==> src/rtl/sdma_pkg.sv <==
package sdma_pkg;
   typedef enum logic [2:0] {
      S_IDLE  = 3'd0,
      S_DUMMY = 3'd1,
      S_ALIGN = 3'd2,
      S_STEAL = 3'd3,
      S_READ  = 3'd4,
      S_WRITE = 3'd5
   } sdma_state_e;
endpackage

==> src/rtl/sdma_phase.sv <==
module sdma_phase (
   input  logic clk,
   input  logic rst_n,
   output logic phase_odd
);
   logic ph_q;

   always_ff @(posedge clk or negedge rst_n) begin
      if (!rst_n) ph_q <= 1'b0;
      else        ph_q <= ~ph_q;
   end

   assign phase_odd = ph_q;

   a_r1_phase_flips: assert property (@(posedge clk) disable iff (!rst_n)
      1'b1 |=> (phase_odd != $past(phase_odd)));
endmodule

==> src/rtl/sdma_snoop.sv <==
module sdma_snoop #(
   parameter int                ADDR_W    = 16,
   parameter logic [ADDR_W-1:0] TRIG_ADDR = 16'h4014
) (
   input  logic              cpu_we,
   input  logic [ADDR_W-1:0] cpu_addr,
   input  logic              busy,
   output logic              trig
);
   assign trig = cpu_we && (cpu_addr == TRIG_ADDR) && !busy;
endmodule

==> src/rtl/sdma_seq.sv <==
module sdma_seq
   import sdma_pkg::*;
#(
   parameter int ADDR_W    = 16,
   parameter int DATA_W    = 8,
   parameter int XFER_LEN  = 256,
   parameter int STEAL_CYC = 2,
   localparam int IDX_W    = $clog2(XFER_LEN),
   localparam int PAGE_W   = ADDR_W - IDX_W
) (
   input  logic              clk,
   input  logic              rst_n,
   input  logic              trig,
   input  logic [DATA_W-1:0] cpu_wdata,
   input  logic              phase_odd,
   input  logic              smp_req,
   input  logic [DATA_W-1:0] mem_rdata,
   output logic [ADDR_W-1:0] mem_addr,
   output logic              mem_rd,
   output logic              spr_we,
   output logic [IDX_W-1:0]  spr_idx,
   output logic [DATA_W-1:0] spr_wdata,
   output logic              cpu_halt,
   output logic              xfer_done,
   output logic              smp_gnt
);
   localparam int STL_W = (STEAL_CYC > 1) ? $clog2(STEAL_CYC) : 1;
   localparam logic [IDX_W-1:0] LAST_IDX = IDX_W'(XFER_LEN - 1);
   localparam logic [STL_W-1:0] STL_END  = STL_W'((STEAL_CYC > 0) ? STEAL_CYC - 1 : 0);

   sdma_state_e       state_q;
   logic [IDX_W-1:0]  idx_q;
   logic [PAGE_W-1:0] page_q;
   logic              odd_q;
   logic [STL_W-1:0]  stl_q;
   logic              done_q;
   logic              go_steal;
   sdma_state_e       to_read;

   generate
      if (STEAL_CYC > 0) begin : g_steal_on
         assign go_steal = smp_req;
      end else begin : g_steal_off
         assign go_steal = 1'b0;
      end
   endgenerate

   assign to_read = go_steal ? S_STEAL : S_READ;

   always_ff @(posedge clk or negedge rst_n) begin
      if (!rst_n) begin
         state_q <= S_IDLE;
         idx_q   <= '0;
         page_q  <= '0;
         odd_q   <= 1'b0;
         stl_q   <= '0;
         done_q  <= 1'b0;
      end else begin
         done_q <= 1'b0;
         case (state_q)
            S_IDLE: begin
               if (trig) begin
                  page_q  <= cpu_wdata[PAGE_W-1:0];
                  odd_q   <= phase_odd;
                  idx_q   <= '0;
                  state_q <= S_DUMMY;
               end
            end
            S_DUMMY: begin
               stl_q   <= '0;
               state_q <= odd_q ? S_ALIGN : to_read;
            end
            S_ALIGN: begin
               stl_q   <= '0;
               state_q <= to_read;
            end
            S_STEAL: begin
               stl_q <= stl_q + 1'b1;
               if (stl_q == STL_END) state_q <= S_READ;
            end
            S_READ: state_q <= S_WRITE;
            S_WRITE: begin
               stl_q <= '0;
               if (idx_q == LAST_IDX) begin
                  state_q <= S_IDLE;
                  done_q  <= 1'b1;
               end else begin
                  idx_q   <= idx_q + 1'b1;
                  state_q <= to_read;
               end
            end
            default: state_q <= S_IDLE;
         endcase
      end
   end

   assign cpu_halt  = (state_q != S_IDLE);
   assign mem_rd    = (state_q == S_READ);
   assign mem_addr  = {page_q, idx_q};
   assign spr_we    = (state_q == S_WRITE);
   assign spr_idx   = idx_q;
   assign spr_wdata = mem_rdata;
   assign smp_gnt   = (state_q == S_STEAL);
   assign xfer_done = done_q;

   a_r5_read_then_write: assert property (@(posedge clk) disable iff (!rst_n)
      mem_rd |=> spr_we);
   a_r5_dead_first: assert property (@(posedge clk) disable iff (!rst_n)
      $rose(cpu_halt) |-> !mem_rd && !spr_we);
   a_r6_done_at_release: assert property (@(posedge clk) disable iff (!rst_n)
      xfer_done |-> !cpu_halt && $past(cpu_halt));
   a_r7_grant_in_halt: assert property (@(posedge clk) disable iff (!rst_n)
      smp_gnt |-> cpu_halt);
   a_r10_quiet_idle: assert property (@(posedge clk) disable iff (!rst_n)
      !cpu_halt |-> !mem_rd && !spr_we);
endmodule

==> src/rtl/sdma_engine.sv <==
module sdma_engine #(
   parameter int                ADDR_W    = 16,
   parameter int                DATA_W    = 8,
   parameter int                XFER_LEN  = 256,
   parameter int                STEAL_CYC = 2,
   parameter logic [ADDR_W-1:0] TRIG_ADDR = 16'h4014,
   localparam int               IDX_W     = $clog2(XFER_LEN)
) (
   input  logic              clk,
   input  logic              rst_n,
   input  logic [ADDR_W-1:0] cpu_addr,
   input  logic [DATA_W-1:0] cpu_wdata,
   input  logic              cpu_we,
   output logic [ADDR_W-1:0] mem_addr,
   output logic              mem_rd,
   input  logic [DATA_W-1:0] mem_rdata,
   output logic              spr_we,
   output logic [IDX_W-1:0]  spr_idx,
   output logic [DATA_W-1:0] spr_wdata,
   output logic              cpu_halt,
   output logic              xfer_done,
   input  logic              smp_req,
   output logic              smp_gnt,
   output logic              phase_odd
);
   generate
      if ((XFER_LEN < 2) || ((XFER_LEN & (XFER_LEN - 1)) != 0)) begin : g_bad_len
         $error("XFER_LEN must be a power of two of at least 2");
      end
      if ((ADDR_W - IDX_W) != DATA_W) begin : g_bad_page
         $error("page field width must equal DATA_W");
      end
   endgenerate

   logic trig;

   sdma_phase u_phase (
      .clk       (clk),
      .rst_n     (rst_n),
      .phase_odd (phase_odd)
   );

   sdma_snoop #(.ADDR_W(ADDR_W), .TRIG_ADDR(TRIG_ADDR)) u_snoop (
      .cpu_we   (cpu_we),
      .cpu_addr (cpu_addr),
      .busy     (cpu_halt),
      .trig     (trig)
   );

   sdma_seq #(
      .ADDR_W(ADDR_W), .DATA_W(DATA_W), .XFER_LEN(XFER_LEN), .STEAL_CYC(STEAL_CYC)
   ) u_seq (
      .clk       (clk),
      .rst_n     (rst_n),
      .trig      (trig),
      .cpu_wdata (cpu_wdata),
      .phase_odd (phase_odd),
      .smp_req   (smp_req),
      .mem_rdata (mem_rdata),
      .mem_addr  (mem_addr),
      .mem_rd    (mem_rd),
      .spr_we    (spr_we),
      .spr_idx   (spr_idx),
      .spr_wdata (spr_wdata),
      .cpu_halt  (cpu_halt),
      .xfer_done (xfer_done),
      .smp_gnt   (smp_gnt)
   );

   a_r9_busy_ignore: assert property (@(posedge clk) disable iff (!rst_n)
      (cpu_halt && cpu_we && cpu_addr == TRIG_ADDR) |=> $stable(mem_addr[ADDR_W-1:IDX_W]));
endmodule

==> config.mk <==
export PLATFORM = sky130hd
export DESIGN_NAME = sdma_engine
export DESIGN_NICKNAME = d
export VERILOG_FILES = /design/src/rtl/sdma_pkg.sv /design/src/rtl/sdma_phase.sv /design/src/rtl/sdma_snoop.sv /design/src/rtl/sdma_seq.sv /design/src/rtl/sdma_engine.sv
export SDC_FILE = /design/constraint.sdc
export NUM_CORES = 1
export LEC_CHECK = 0
export BUFFER_PORTS_ARGS = -buffer_cell sky130_fd_sc_hd__buf_2
export CORE_MARGIN = 3
export CORE_UTILIZATION = 47
export DETAILED_ROUTE_END_ITERATION = 6
export GPL_TIMING_DRIVEN = 0
export PLACE_DENSITY = 0.86
export SLEW_MARGIN = 20
export SYNTH_ARGS = -nofsm -noshare
export SYNTH_HDL_FRONTEND = slang
export SYNTH_SLANG_ARGS = --single-unit
==> constraint.sdc <==
create_clock -name clk -period 4.92 [get_ports clk]
set_input_delay 0.492 -clock clk [delete_from_list [all_inputs] [get_ports clk]]
set_output_delay 0.492 -clock clk [all_outputs]
set_load 0.1 [all_outputs]
After elaboration in Yosys (flattened, before gate mapping)
Index checks and enable logic that the tools add are counted.
{"block": "word_totals", "word_cells": 43, "out_inout_bits": 38, "regBits": 23, "inputBits": 36}
{"block": "classes", "n_bitwise": 1, "add_sub_neg": 2, "n_eq_ne": 10, "n_mux": 12, "n_reduce_logical": 11}
{"op": "$pmux W3 S6", "count": 1}
{"op": "$eq A16 B15 Y1 const B", "count": 1}
{"op": "$mux W8", "count": 2}
{"op": "$pmux W8 S2", "count": 1}
{"op": "$mux W3", "count": 5}
{"op": "$add A8 B1 Y8 const B", "count": 1}
{"op": "$eq A8 B8 Y1 const B", "count": 1}
{"op": "$eq A3 B2 Y1 const B", "count": 2}
{"op": "$eq A3 B3 Y1 const B", "count": 2}
{"op": "$ne A2 B2 Y1 const B", "count": 2}
{"op": "$reduce_and A2 Y1", "count": 2}
{"op": "$reduce_bool A2 Y1", "count": 2}
{"op": "$eq A3 B1 Y1 const B", "count": 1}
{"op": "$logic_not A3 Y1", "count": 1}
{"op": "$reduce_and A3 Y1", "count": 1}
{"op": "$reduce_bool A3 Y1", "count": 1}
{"op": "$reduce_or A3 Y1", "count": 1}
{"op": "$logic_and A1 B1 Y1", "count": 2}
{"op": "$mux W1", "count": 2}
{"op": "$ne A2 B1 Y1 const B", "count": 1}
{"op": "$pmux W1 S2", "count": 1}
{"op": "$add A1 B1 Y1 const B", "count": 1}
{"op": "$logic_not A1 Y1", "count": 1}
{"op": "$not A1 Y1", "count": 1}

Logic depth before layout (Yosys ltp)
{"block": "depth", "depth_word": 5, "ltp_mapped": 6, "mapped_depth_nobuf": 5}

Hierarchy
A second synthesis with hierarchy kept.
{"block": "unflattened", "cells_unflattened": 145, "hier_area_um2": 1318.8}
{"module": "sdma_seq", "cells_each": 136, "seq_area_each_um2": 550.5, "n_inst": 1, "area_each_um2": 1227.4}
{"module": "sdma_snoop", "cells_each": 7, "seq_area_each_um2": 0.0, "n_inst": 1, "area_each_um2": 62.6}
{"module": "sdma_phase", "cells_each": 2, "seq_area_each_um2": 25.0, "n_inst": 1, "area_each_um2": 28.8}

Least setup slack after synthesis
Ideal clock, no wire load.
{"block": "synth_timing", "path_kind": "register to output", "start": "register u_seq.state_q[2]", "end": "output smp_gnt", "t_arrival_ps": 1908, "t_required_ps": 4428, "n_path_buf": 1, "path_stages_with_launch": 4, "slack_ps": 2520, "cell_sequence": "dfrtp_1 > buf_2 > nand2b_1 > nor2_1"}
{"block": "synth_via", "elab_chain_cells": 1}
{"element": "start, declared", "line_no": "sdma_seq.sv:31", "source": "sdma_state_e state_q;"}
{"element": "start signal, assigned", "line_no": "sdma_seq.sv:71", "source": "state_q <= odd_q ? S_ALIGN : to_read;"}
{"element": "start signal, assigned", "line_no": "sdma_seq.sv:75", "source": "state_q <= to_read;"}
{"element": "start signal, assigned", "line_no": "sdma_seq.sv:89", "source": "state_q <= to_read;"}
{"element": "$eq A3 B2 Y1", "line_no": "sdma_seq.sv:103", "source": "assign smp_gnt = (state_q == S_STEAL);"}
{"element": "end, declared", "line_no": "sdma_engine.sv:23", "source": "output logic smp_gnt,"}
No other way between the ends.

Final worst setup path
{"block": "layout_timing", "start": "register u_seq.state_q[1]", "end": "output spr_we"}
{"block": "layout_via", "elab_chain_cells": 1}
{"element": "$eq A3 B3 Y1", "line_no": "sdma_seq.sv:100", "source": "assign spr_we = (state_q == S_WRITE);"}
{"element": "end, declared", "line_no": "sdma_engine.sv:17", "source": "output logic spr_we,"}
No other way between the ends.

==> flow_metrics.py <==
metrics = {
    "clock_tree": {
        "cts-resized-gates": 0,
        "clkSinkCount": 23,
        "clockRootBuffer": "clkbuf_4",
        "cts_hold_buf": 0,
        "cts_buffer_depth": 2,
        "cts_tree": "yes",
        "htreeDepth": 1,
        "clkTransAtPathRegs_ns": 0.12,
        "postCtsSetupRepairBufs": 0,
        "clk-insertion-delay-late_ns": 0.31,
        "cts_inserted_buffers": 3,
    },
    "global_route": {
        "grt_overflow_total": 0,
        "grt_max_degree": 24,
        "grt_pass1_wl_mm": 5.03,
        "track_usage_pct": 18.6,
        "antenna_found_initial": 0,
        "grt_pass1_vias": 1151,
    },
    "setup_path": {
        "crit_arrival_ns": 1.78,
        "path_cells": "buf_4 > nand3b_1 > inv_1 > buf_2",
        "slowest_delay_ns": 0.44,
        "worstSetupEndpointType": "output pin",
        "crit_required_ns": 4.43,
        "crit_slowest_cell": "buf_2",
        "cp_max_fo": 10,
        "cp-start-kind": "flop",
        "crit_type": "flop to output pin",
    },
    "die": {
        "fp.dieH_um": 59.7,
        "rows": 18,
        "ioPinCount": 74,
        "design.core.area_um2": 2610,
        "start_util_pct": 51.8,
        "die-area_um2": 3560,
        "dieWidth_um": 59.7,
    },
    "place": {
        "dp_hpwl_mm": 2.51,
        "port-buffer-count": 65,
        "place_congestion": 0.797,
        "placed_area_um2": 1720,
        "place_ws_ns": 2.89,
    },
    "final_layout": {
        "fin_nets": 242,
        "num_antenna_cells": 0,
        "fin_area_um2": 1740,
        "drive_gt1_share_pct": 49.5,
        "area_growth_pct": 28.8,
    },
    "timing": {
        "fmax_mhz": 440,
        "finalSetupViolCount": 0,
        "rsz0062_at_grt": "no",
        "final_hold_viol_count": 0,
        "tightest_slew_ns": 0.532,
        "period_needed_ns": 2.27,
        "setup_slack_ns": 2.65,
        "tns_ns": 0,
        "min_period_over_period_pct": 46.2,
        "finalMaxSlewViolations": 0,
        "finClkSkew_ns": 0.00430,
        "slew_headroom_pct": 64.5,
    },
    "flow_run": {
        "maxCapViolations": 0,
    },
    "drt": {
        "wl_mm": 3.20,
        "wl_per_cell_um": 13.7,
        "vias": 1257,
        "antenna_left": 0,
        "first_pass_iters": 4,
        "drc": 0,
        "vias_per_cell": 5.37,
        "drtIter0Drc": 28,
    },
    "status": {
        "status": "finished, final reports clean",
    },
    "min_path": {
        "hold_class": "primary input to asynchronous set/reset pin",
    },
    "power": {
        "leakage_nw": 0.931,
        "p_per_area_nw_per_um2": 584,
        "vdd_drop_max_v": 0.000418,
    },
    "yosys": {
        "synthTopCellsByCount": "23 x dfrtp_1, 17 x buf_4, 11 x nand2_1, 11 x nor2_1",
        "syn_area_per_cell_um2": 10.0,
        "ys.flop_type": "dfrtp_1",
        "synth_top_area_share_pct": 42.5,
        "yosys.area.top_type": "dfrtp_1",
        "synthCells": 135,
        "yosys_warnings": 0,
        "synth_most_common_cell": "dfrtp_1",
        "ys_types": 39,
        "synth-edff-count": 0,
        "syn_nets": 172,
        "yosysSeqAreaShare_pct": 42.5,
        "mappedNetlistArea_um2": 1350,
        "async_flop_share_pct": 100,
        "synthTopCellsByArea": "dfrtp_1 43%, buf_4 9.4%, mux2_4 7.8%",
        "synth_seq_cells": 23,
    },
}
cell usage in the layout, fill, tap and decap left out, drive strengths merged, types with 3 or more instances in the layout:
| cell type | Yosys | layout |
|---|---|---|
| and3 | 3 | 3 |
| a21oi | 7 | 7 |
| nand2 | 11 | 11 |
| a31oi | 4 | 4 |
| clkbuf | 0 | 3 |
| buf | 21 | 86 |
| nor3 | 4 | 4 |
| nor2 | 11 | 11 |
| dfrtp | 23 | 23 |
| nand3 | 4 | 4 |
| inv | 4 | 4 |
| mux2 | 9 | 9 |
| o21ai | 5 | 5 |
| and2 | 4 | 4 |
layer usage:
metal / wire length [um] / vias up / track usage (%)
met5: 0 / - / 0
met4: 42 / 0 / 5.70
met3: 315 / 6 / 4.97
met2: 1610 / 64 / 32.1
met1: 1230 / 582 / 22.4
li1: - / 605 / -
final cells by class:
cell class | count | area, um2
Fill cell | 232 | 868
Multi-Input combinational cell | 87 | 597
Sequential cell | 23 | 576
Timing Repair Buffer | 65 | 325
Buffer | 21 | 166
Tap cell | 30 | 37.5
Clock buffer | 3 | 22.5
Inverter | 4 | 15.0
Clock inverter | 1 | 5.00
kinds of logic (layout without fill, tap and decap cells):
kind of cell,Yosys count,in the layout,share of synthesized area [%]
AND/OR/NAND/NOR,47,47,19.1
AO/OA/AOI/OAI,29,29,14.0
buffers and inverters,25,94,13.4
flip-flops,23,23,42.5
multiplexers,9,9,9.43
adder cells (fa/ha/maj),1,1,0.924
XOR/XNOR,1,1,0.647
sequential cells by signal, summed over array words and instances, names as in the netlist:
name and count:
u_seq.odd_q 1, u_seq.xfer_done 1, u_seq.state_q 3, u_seq.stl_q 1, u_seq.spr_idx 8, u_phase.phase_odd 1, u_seq.page_q 8
path summary, 6_finish.rpt:
kind                              startpoint           endpoint  slack [ns]  cells after the start
setup / recovery            u_seq.state_q[1]             spr_we        2.65                      4
hold / removal                         rst_n    u_seq.page_q[4]        0.13                      1
setup reg to reg            u_seq.state_q[1]    u_seq.page_q[4]        3.00                      6
hold reg to reg            u_phase.phase_odd  u_phase.phase_odd        0.46                      1
max in group asynchronous              rst_n    u_seq.page_q[7]        4.45                      1
min in group clk                cpu_wdata[7]    u_seq.page_q[7]        0.40                      2
report_power, final:
part	internal, W	switching, W	leakage [nW]
sequential	0.000221	0.0000337	0.287
clock	0.0000304	0.0000561	0.0177
combinational	0.000161	0.000516	0.626
total	0.000413	0.000606	0.931
through the flow:
stage                     hold slack (ns)  util (%)  power [W]  cells
after floorplan                     0.196         -   0.000824    135
after global placement              0.425      65.7   0.000913    230
after detailed placement            0.445      65.7   0.000936    230
after CTS                           0.133      66.8    0.00102    234
after global routing                0.132      66.8    0.00107    234
final                               0.130      66.8    0.00102    234
critical path: cells and delay by family (launching register included):
kind          cells  cell delay, ns
buf+inv           3            0.77
flops             1            0.39
simple gates      1            0.30
Note: power is estimated with default switching activity, not from simulation.
